$ cat config.mk
export PLATFORM = sky130hd
export DESIGN_NAME = mgmt_bus_front
export DESIGN_NICKNAME = d
export VERILOG_FILES = /design/src/rtl/mdio_mgmt_pkg.sv /design/src/rtl/mgmt_bus_front.sv
export SDC_FILE = /design/constraint.sdc
export NUM_CORES = 1
export LEC_CHECK = 0
export BUFFER_PORTS_ARGS = -buffer_cell sky130_fd_sc_hd__buf_2
export CORE_MARGIN = 2
export CORE_UTILIZATION = 51
export DETAILED_ROUTE_END_ITERATION = 10
export PLACE_DENSITY = 0.8
export SYNTH_ARGS = -nofsm -noshare
export SYNTH_HDL_FRONTEND = slang
export SYNTH_SLANG_ARGS = --single-unit
$ cat constraint.sdc
create_clock -name clk -period 1.9 [get_ports clk]
set_clock_uncertainty 0.15 [all_clocks]
set_input_delay 0.19 -clock clk [delete_from_list [all_inputs] [get_ports clk]]
set_output_delay 0.19 -clock clk [all_outputs]
set_load 0.005 [all_outputs]
$ cat src/rtl/mdio_mgmt_pkg.sv
package mdio_mgmt_pkg;
  localparam int REG_IDX_W  = 5;
  localparam int PHY_ADDR_W = 5;
  localparam int NUM_REGS   = 2 ** REG_IDX_W;

  localparam int OFS_CMD    = 'h24;
  localparam int OFS_TARGET = 'h28;
  localparam int OFS_DATA   = 'h2C;
  localparam int OFS_RESULT = 'h30;

  localparam int IDX_CTRL    = 0;
  localparam int IDX_STAT    = 1;
  localparam int IDX_ID_HI   = 2;
  localparam int IDX_ID_LO   = 3;
  localparam int IDX_ADV     = 4;
  localparam int IDX_PARTNER = 5;

  localparam int CTRL_SOFT_RST = 15;
  localparam int CTRL_AN_EN    = 12;
  localparam int STAT_AN_DONE  = 5;
  localparam int STAT_LINK     = 2;

  typedef logic [15:0] phy_word_t;

  typedef struct packed {
    logic [PHY_ADDR_W-1:0] phy_addr;
    logic [REG_IDX_W-1:0]  reg_idx;
  } mgmt_target_t;

  function automatic phy_word_t phy_default(input int idx);
    case (idx)
      IDX_CTRL:    return 16'h1140;
      IDX_STAT:    return 16'h7968;
      IDX_ID_HI:   return 16'h0022;
      IDX_ID_LO:   return 16'h1550;
      IDX_ADV:     return 16'h01E1;
      IDX_PARTNER: return 16'hCDE1;
      default:     return 16'h0000;
    endcase
  endfunction

  function automatic phy_word_t with_link(input phy_word_t w, input logic up);
    phy_word_t r;
    r = w;
    r[STAT_AN_DONE] = up;
    r[STAT_LINK]    = up;
    return r;
  endfunction
endpackage

$ cat src/rtl/mgmt_bus_front.sv
module mgmt_bus_front
  import mdio_mgmt_pkg::*;
#(
  parameter int ADDR_W = 8,
  parameter int PHY_ID = 1
) (
  input  logic                 clk,
  input  logic                 rst_n,
  input  logic                 bus_wr_en,
  input  logic                 bus_rd_en,
  input  logic [ADDR_W-1:0]    bus_addr,
  input  logic [31:0]          bus_wdata,
  input  phy_word_t            phy_rd_data,
  output logic [31:0]          bus_rdata,
  output logic [REG_IDX_W-1:0] tgt_reg,
  output logic                 phy_sel_ok,
  output logic                 data_wr_hit,
  output logic                 rd_capture,
  output phy_word_t            phy_wr_data,
  output phy_word_t            result_q
);
  localparam int WORD_W = ADDR_W - 2;

  mgmt_target_t tgt_q, tgt_d;
  logic [31:0]  data_q, data_d;
  phy_word_t    result_d;
  logic [31:0]  rdata_q, rdata_d;
  logic         aligned;
  logic [WORD_W-1:0] word;
  logic         cmd_hit, tgt_hit;
  logic         tgt_en, data_en, result_en, rdata_en;

  always_comb begin
    aligned     = (bus_addr[1:0] == 2'b00);
    word        = bus_addr[ADDR_W-1:2];
    cmd_hit     = bus_wr_en && aligned && (word == WORD_W'(OFS_CMD >> 2));
    tgt_hit     = bus_wr_en && aligned && (word == WORD_W'(OFS_TARGET >> 2));
    data_wr_hit = bus_wr_en && aligned && (word == WORD_W'(OFS_DATA >> 2));
    rd_capture  = cmd_hit && bus_wdata[0];

    phy_sel_ok  = (tgt_q.phy_addr == PHY_ADDR_W'(PHY_ID));
    tgt_reg     = tgt_q.reg_idx;
    phy_wr_data = bus_wdata[15:0];

    tgt_d.reg_idx  = bus_wdata[REG_IDX_W-1:0];
    tgt_d.phy_addr = bus_wdata[8 +: PHY_ADDR_W];
    tgt_en         = tgt_hit;

    data_d  = bus_wdata;
    data_en = data_wr_hit;

    result_d  = phy_sel_ok ? phy_rd_data : 16'hFFFF;
    result_en = rd_capture;

    rdata_d = 32'h0;
    if (aligned) begin
      case (word)
        WORD_W'(OFS_TARGET >> 2): rdata_d = {19'h0, tgt_q.phy_addr, 3'b000, tgt_q.reg_idx};
        WORD_W'(OFS_DATA >> 2):   rdata_d = data_q;
        WORD_W'(OFS_RESULT >> 2): rdata_d = {16'h0, result_q};
        default:                  rdata_d = 32'h0;
      endcase
    end
    rdata_en = bus_rd_en;
  end

  always_ff @(posedge clk or negedge rst_n) begin
    if (!rst_n) begin
      tgt_q    <= '0;
      data_q   <= '0;
      result_q <= '0;
      rdata_q  <= '0;
    end else begin
      if (tgt_en)    tgt_q    <= tgt_d;
      if (data_en)   data_q   <= data_d;
      if (result_en) result_q <= result_d;
      if (rdata_en)  rdata_q  <= rdata_d;
    end
  end

  assign bus_rdata = rdata_q;
endmodule

### Word level (Yosys, flattened, before mapping)

Cells that the tools add are included.

| storage, ports and cells | value |
|---|---|
| flip-flop bits (word level) | 90 |
| input port bits | 60 |
| output and inout bits | 72 |
| word-level logic and storage cells | 19 |

| operators by class | value |
|---|---|
| eq/ne operators | 5 |
| multiplexer cells | 3 |
| reductions and logical operators | 6 |

Operators by type and width:

| kind | count |
|---|---|
| $pmux 32 s3 | 1 |
| $mux 32 | 1 |
| $eq 6x4->1 const B | 4 |
| $mux 16 | 1 |
| $eq 5x1->1 const B | 1 |
| $logic_and 1x1->1 | 5 |
| $logic_not 2->1 | 1 |

### Longest topological paths before layout

| logic depth | value |
|---|---|
| word-level depth | 4 |
| depth in mapped cells | 6 |
| mapped depth without buffers | 3 |

### Worst setup path before layout

Ideal clock, no wire load.

| timing | value |
|---|---|
| path kind | reg-to-reg |
| start point | reg tgt_q[8] in the netlist's numbering |
| end point | reg result_q[0] |
| setup time | 0.127 ns |
| arrival | 1.367 ns |
| required time | 1.623 ns |
| setup slack | 0.257 ns |
| stages on the path, launching flop included | 6 |
| buffers on the path | 2 |
| period minus slack after synthesis | 1.643 ns |
| cell sequence | dfrtp_1 > or4b_1 > buf_2 > buf_2 > nor3_1 > a21oi_1 |

| between the ends | value |
|---|---|
| word-level cells in the longest chain between the ends | 2 |

RTL lines:

| what | line | text |
|---|---|---|
| from (decl) | mgmt_bus_front.sv:24 | `mgmt_target_t tgt_q, tgt_d;` |
| from (signal assigned) | mgmt_bus_front.sv:74 | `if (tgt_en) tgt_q <= tgt_d;` |
| $eq 5x1->1 | mgmt_bus_front.sv:41 | `phy_sel_ok = (tgt_q.phy_addr == PHY_ADDR_W'(PHY_ID));` |
| $mux 16 | mgmt_bus_front.sv:52 | `result_d = phy_sel_ok ? phy_rd_data : 16'hFFFF;` |
| to (signal assigned) | mgmt_bus_front.sv:76 | `if (result_en) result_q <= result_d;` |
| to (decl) | mgmt_bus_front.sv:20 | `output phy_word_t result_q` |

No other way between the ends.
A chain may end at the register's enable or synchronous reset.

### Worst setup path after layout

| timing | value |
|---|---|
| start point | reg tgt_q[8] in the netlist's numbering |
| end point | out phy_sel_ok |

| between the ends | value |
|---|---|
| word-level cells in the longest chain between the ends | 1 |

RTL lines:

| what | line | text |
|---|---|---|
| $eq 5x1->1 | mgmt_bus_front.sv:41 |  |
| to (decl) | mgmt_bus_front.sv:16 | `output logic phy_sel_ok,` |

No other way between the ends.

==> results.txt <==
Leak - 2.85 nW
Cell variety after synth - 30
Syn. warnings - 0
Status - finished, final reports clean
Die Y - 95.1 um
Detailed Place HPWL - 7.47 mm
Cell Chain, Critical Path - or4b_4 -> nor2_2 -> buf_2
Critical Path Max Stage Delay - 0.56 ns
RSZ-0062 raised after global routing - true
Pre-CTS WS - 0.157 ns
GR Overflow Total - 0
Area Growth Syn to Fin - 30.4%
Mean Syn Cell Area - 12.1 um^2
Netlist Area Pre-Place - 4230 um^2
Chip Width - 95.1 um
Clk sink count - 90
Diode count - 0
IO Pins - 132
Max Cap Viol - 0
First-pass GRT wire length - 17.8 mm
Via Count - 3576
Sequential element share of the synthesized area - 0.533
Starting DRC count in detailed routing - 402
Starting Density - 0.520
Period minus WS final - 1.86 ns
Final Cycle Share - 0.978
Final setup vio count - 0
Share of power burned in registers - 0.540
H-Tree Depth - 3
Fin. Hold Viols - 0
Critical Path RT - 1.56 ns
Final WS setup - 0.0420 ns
Pwr per Cell Area - 678 nW/um^2
Sw Share - 0.252
Residual DRC - 0
Gate Count Post-Synth - 350
Worst Path Max Fanout - 3
Nets - 565
Tot GR Track Use - 0.257
I/O Buffers - 131
Die area - 9040 um^2
Fmax - 0.538 GHz
Row count - 33
Final antenna-violating net count - 0
Max Root-Sink Buffers - 2
TNS Setup - 0 ns
Core ar. - 8130 um^2
Clock Latency Late Sink - 0.36 ns
Largest net degree at the start of global routing - 41
NetSw - 0.000942 W
Total CTS buffers - 9
Root buffer selected by CTS - clkbuf_8
Worst rel slew slack - 0.585
WL per Instance - 18.3 um
CP Capture Type - output pin
Clk slew on worst S/H paths - 0.08 ns
Comb power frac - 0.110
Vias in the first global route - 3437
Total length of routed wires - 11.2 mm
Int Pwr - 0.00280 W
Most common flop cell mapped by yosys - dfrtp_1
Initial antenna violation count - 0
VDD IR max - 0.299 mV
WP data arrival - 1.52 ns
Slew Limit Fails - 0
Clk pwr share - 0.349
Share of synthesized registers carrying an async set or reset - 1.00
Drt first pass iters - 5
Post-synth EDFFs - 0
Post-synthesis register bit count - 90
Measured slew at the worst slew-check pin - 0.623 ns
Startpoint Class - register
Share of cells above drive strength 1 - 0.398
RD Place Congestion - 0.793
Vias per std cell - 5.81
Slowest CP cell - or4b_4
Syn Nets - 410
CP Class - register to output pin
HP Class - primary input to register
CTS tree - done
[Yosys cell counts, types with 2 or more instances]
cell type | n | area share
nand3_4 | 2 | 0.0083
nor3b_1 | 3 | 0.0053
a31oi_1 | 16 | 0.024
a32oi_1 | 16 | 0.033
nand2_1 | 16 | 0.014
dfrtp_1 | 90 | 0.53
inv_1 | 2 | 0.0018
mux2_2 | 30 | 0.080
buf_6 | 6 | 0.016
mux2_1 | 12 | 0.032
a22oi_1 | 16 | 0.028
a22o_1 | 16 | 0.033
and3b_1 | 20 | 0.041
o21ai_0 | 10 | 0.012
buf_2 | 7 | 0.0083
a21oi_1 | 16 | 0.019
nor2_1 | 2 | 0.0018
clkbuf_1 | 15 | 0.013
nor3_1 | 16 | 0.019
nand3_1 | 6 | 0.0071
buf_4 | 24 | 0.043
[timing repair]
action	CTS	global route
pin swaps	1	1
setup buffers	1	0
endpoints found under the hold margin	125	0
gates cloned	0	0
gates resized for setup	2	1
hold buffers	47	0
endpoints found under the setup margin	1	2
[power groups by stage]
stage / clock [W] / sequential (W) / combinational (W)
after floorplan: 0 / 0.00204 / 0.000169
after global placement: 0 / 0.00205 / 0.000326
after detailed placement: 0 / 0.00206 / 0.000334
after CTS: 0.00132 / 0.00202 / 0.000412
after global routing: 0.00139 / 0.00203 / 0.000453
final: 0.00131 / 0.00202 / 0.000412
[worst paths after layout]
kind                           startpoint       endpoint  slack, ns  cells past startpoint
min                        phy_rd_data[7]    result_q[7]       0.02                      3
max                              tgt_q[8]     phy_sel_ok       0.04                      3
max reg2reg                      tgt_q[8]   result_q[10]       0.17                      4
max in group asynchronous           rst_n     data_q[31]       0.81                      3
min reg2reg                    data_q[28]  bus_rdata[28]       0.35                      1
min in group asynchronous           rst_n     data_q[10]       0.16                      2
[cell usage in the layout (no fill, tap or decap), drive strengths merged]
| cell type | instances |
|---|---|
| a31oi | 16 |
| a22o | 16 |
| bufinv | 1 |
| nor4b | 1 |
| nor2b | 1 |
| o21ai | 10 |
| a21oi | 16 |
| clkbuf | 10 |
| nor3 | 16 |
| buf | 149 |
| dfrtp | 90 |
| or4b | 1 |
| and4 | 1 |
| nand3 | 8 |
| and4bb | 1 |
| mux2 | 42 |
| nand2 | 16 |
| nor2 | 2 |
| clkinvlp | 3 |
| dlygate4sd3 | 47 |
| nor3b | 4 |
| o2111ai | 1 |
| and3b | 20 |
| clkinv | 1 |
| inv | 3 |
| a32oi | 16 |
| a22oi | 16 |
| and3 | 1 |
| and2b | 1 |
[routing by layer]
metal | vias up | GRT usage | routed length [um]
met1 | 1763 | 0.370 | 4800
met3 | 25 | 0.0372 | 763
met2 | 187 | 0.394 | 5400
li1 | 1601 | - | -
met4 | 0 | 0.105 | 269
met5 | - | 0 | 0
[cells by family (layout without fill, tap and decap cells)]
kind of cell,after synthesis,count (layout),share of synthesized area
AOI/OAI and AO/OA,91,91,0.155
buffers and inverters,54,214,0.0819
DFF,90,90,0.533
muxes,42,42,0.112
and+or+nand+nor,73,73,0.118
[layout make-up]
cell class | instances | area [um^2]
Fill cell | 583 | 2620
Sequential cell | 90 | 2250
Multi-Input combinational cell | 206 | 1640
Timing Repair Buffer | 196 | 1290
Tap cell | 105 | 131
Clock buffer | 10 | 128
Clock inverter | 6 | 66.3
Inverter | 2 | 7.51
[through the flow]
stage	utilization	area, um^2	hold WS, ns	total power [W]	std cells
after floorplan	-	4230	-0.256	0.00221	350
after global placement	0.596	4840	-0.000198	0.00238	552
after detailed placement	0.596	4840	0.00344	0.00239	552
after CTS	0.679	5520	0.00932	0.00375	616
after global routing	0.678	5520	0.0395	0.00387	615
final	0.678	5520	0.0173	0.00374	615
[critical path, delay by kind of cell, from the launching register on]
kind	cells	cell delay, ns
buffers and inverters	1	0.12
and+or+nand+nor	2	0.65
DFF	1	0.40
(Power assumes the default switching activity.)
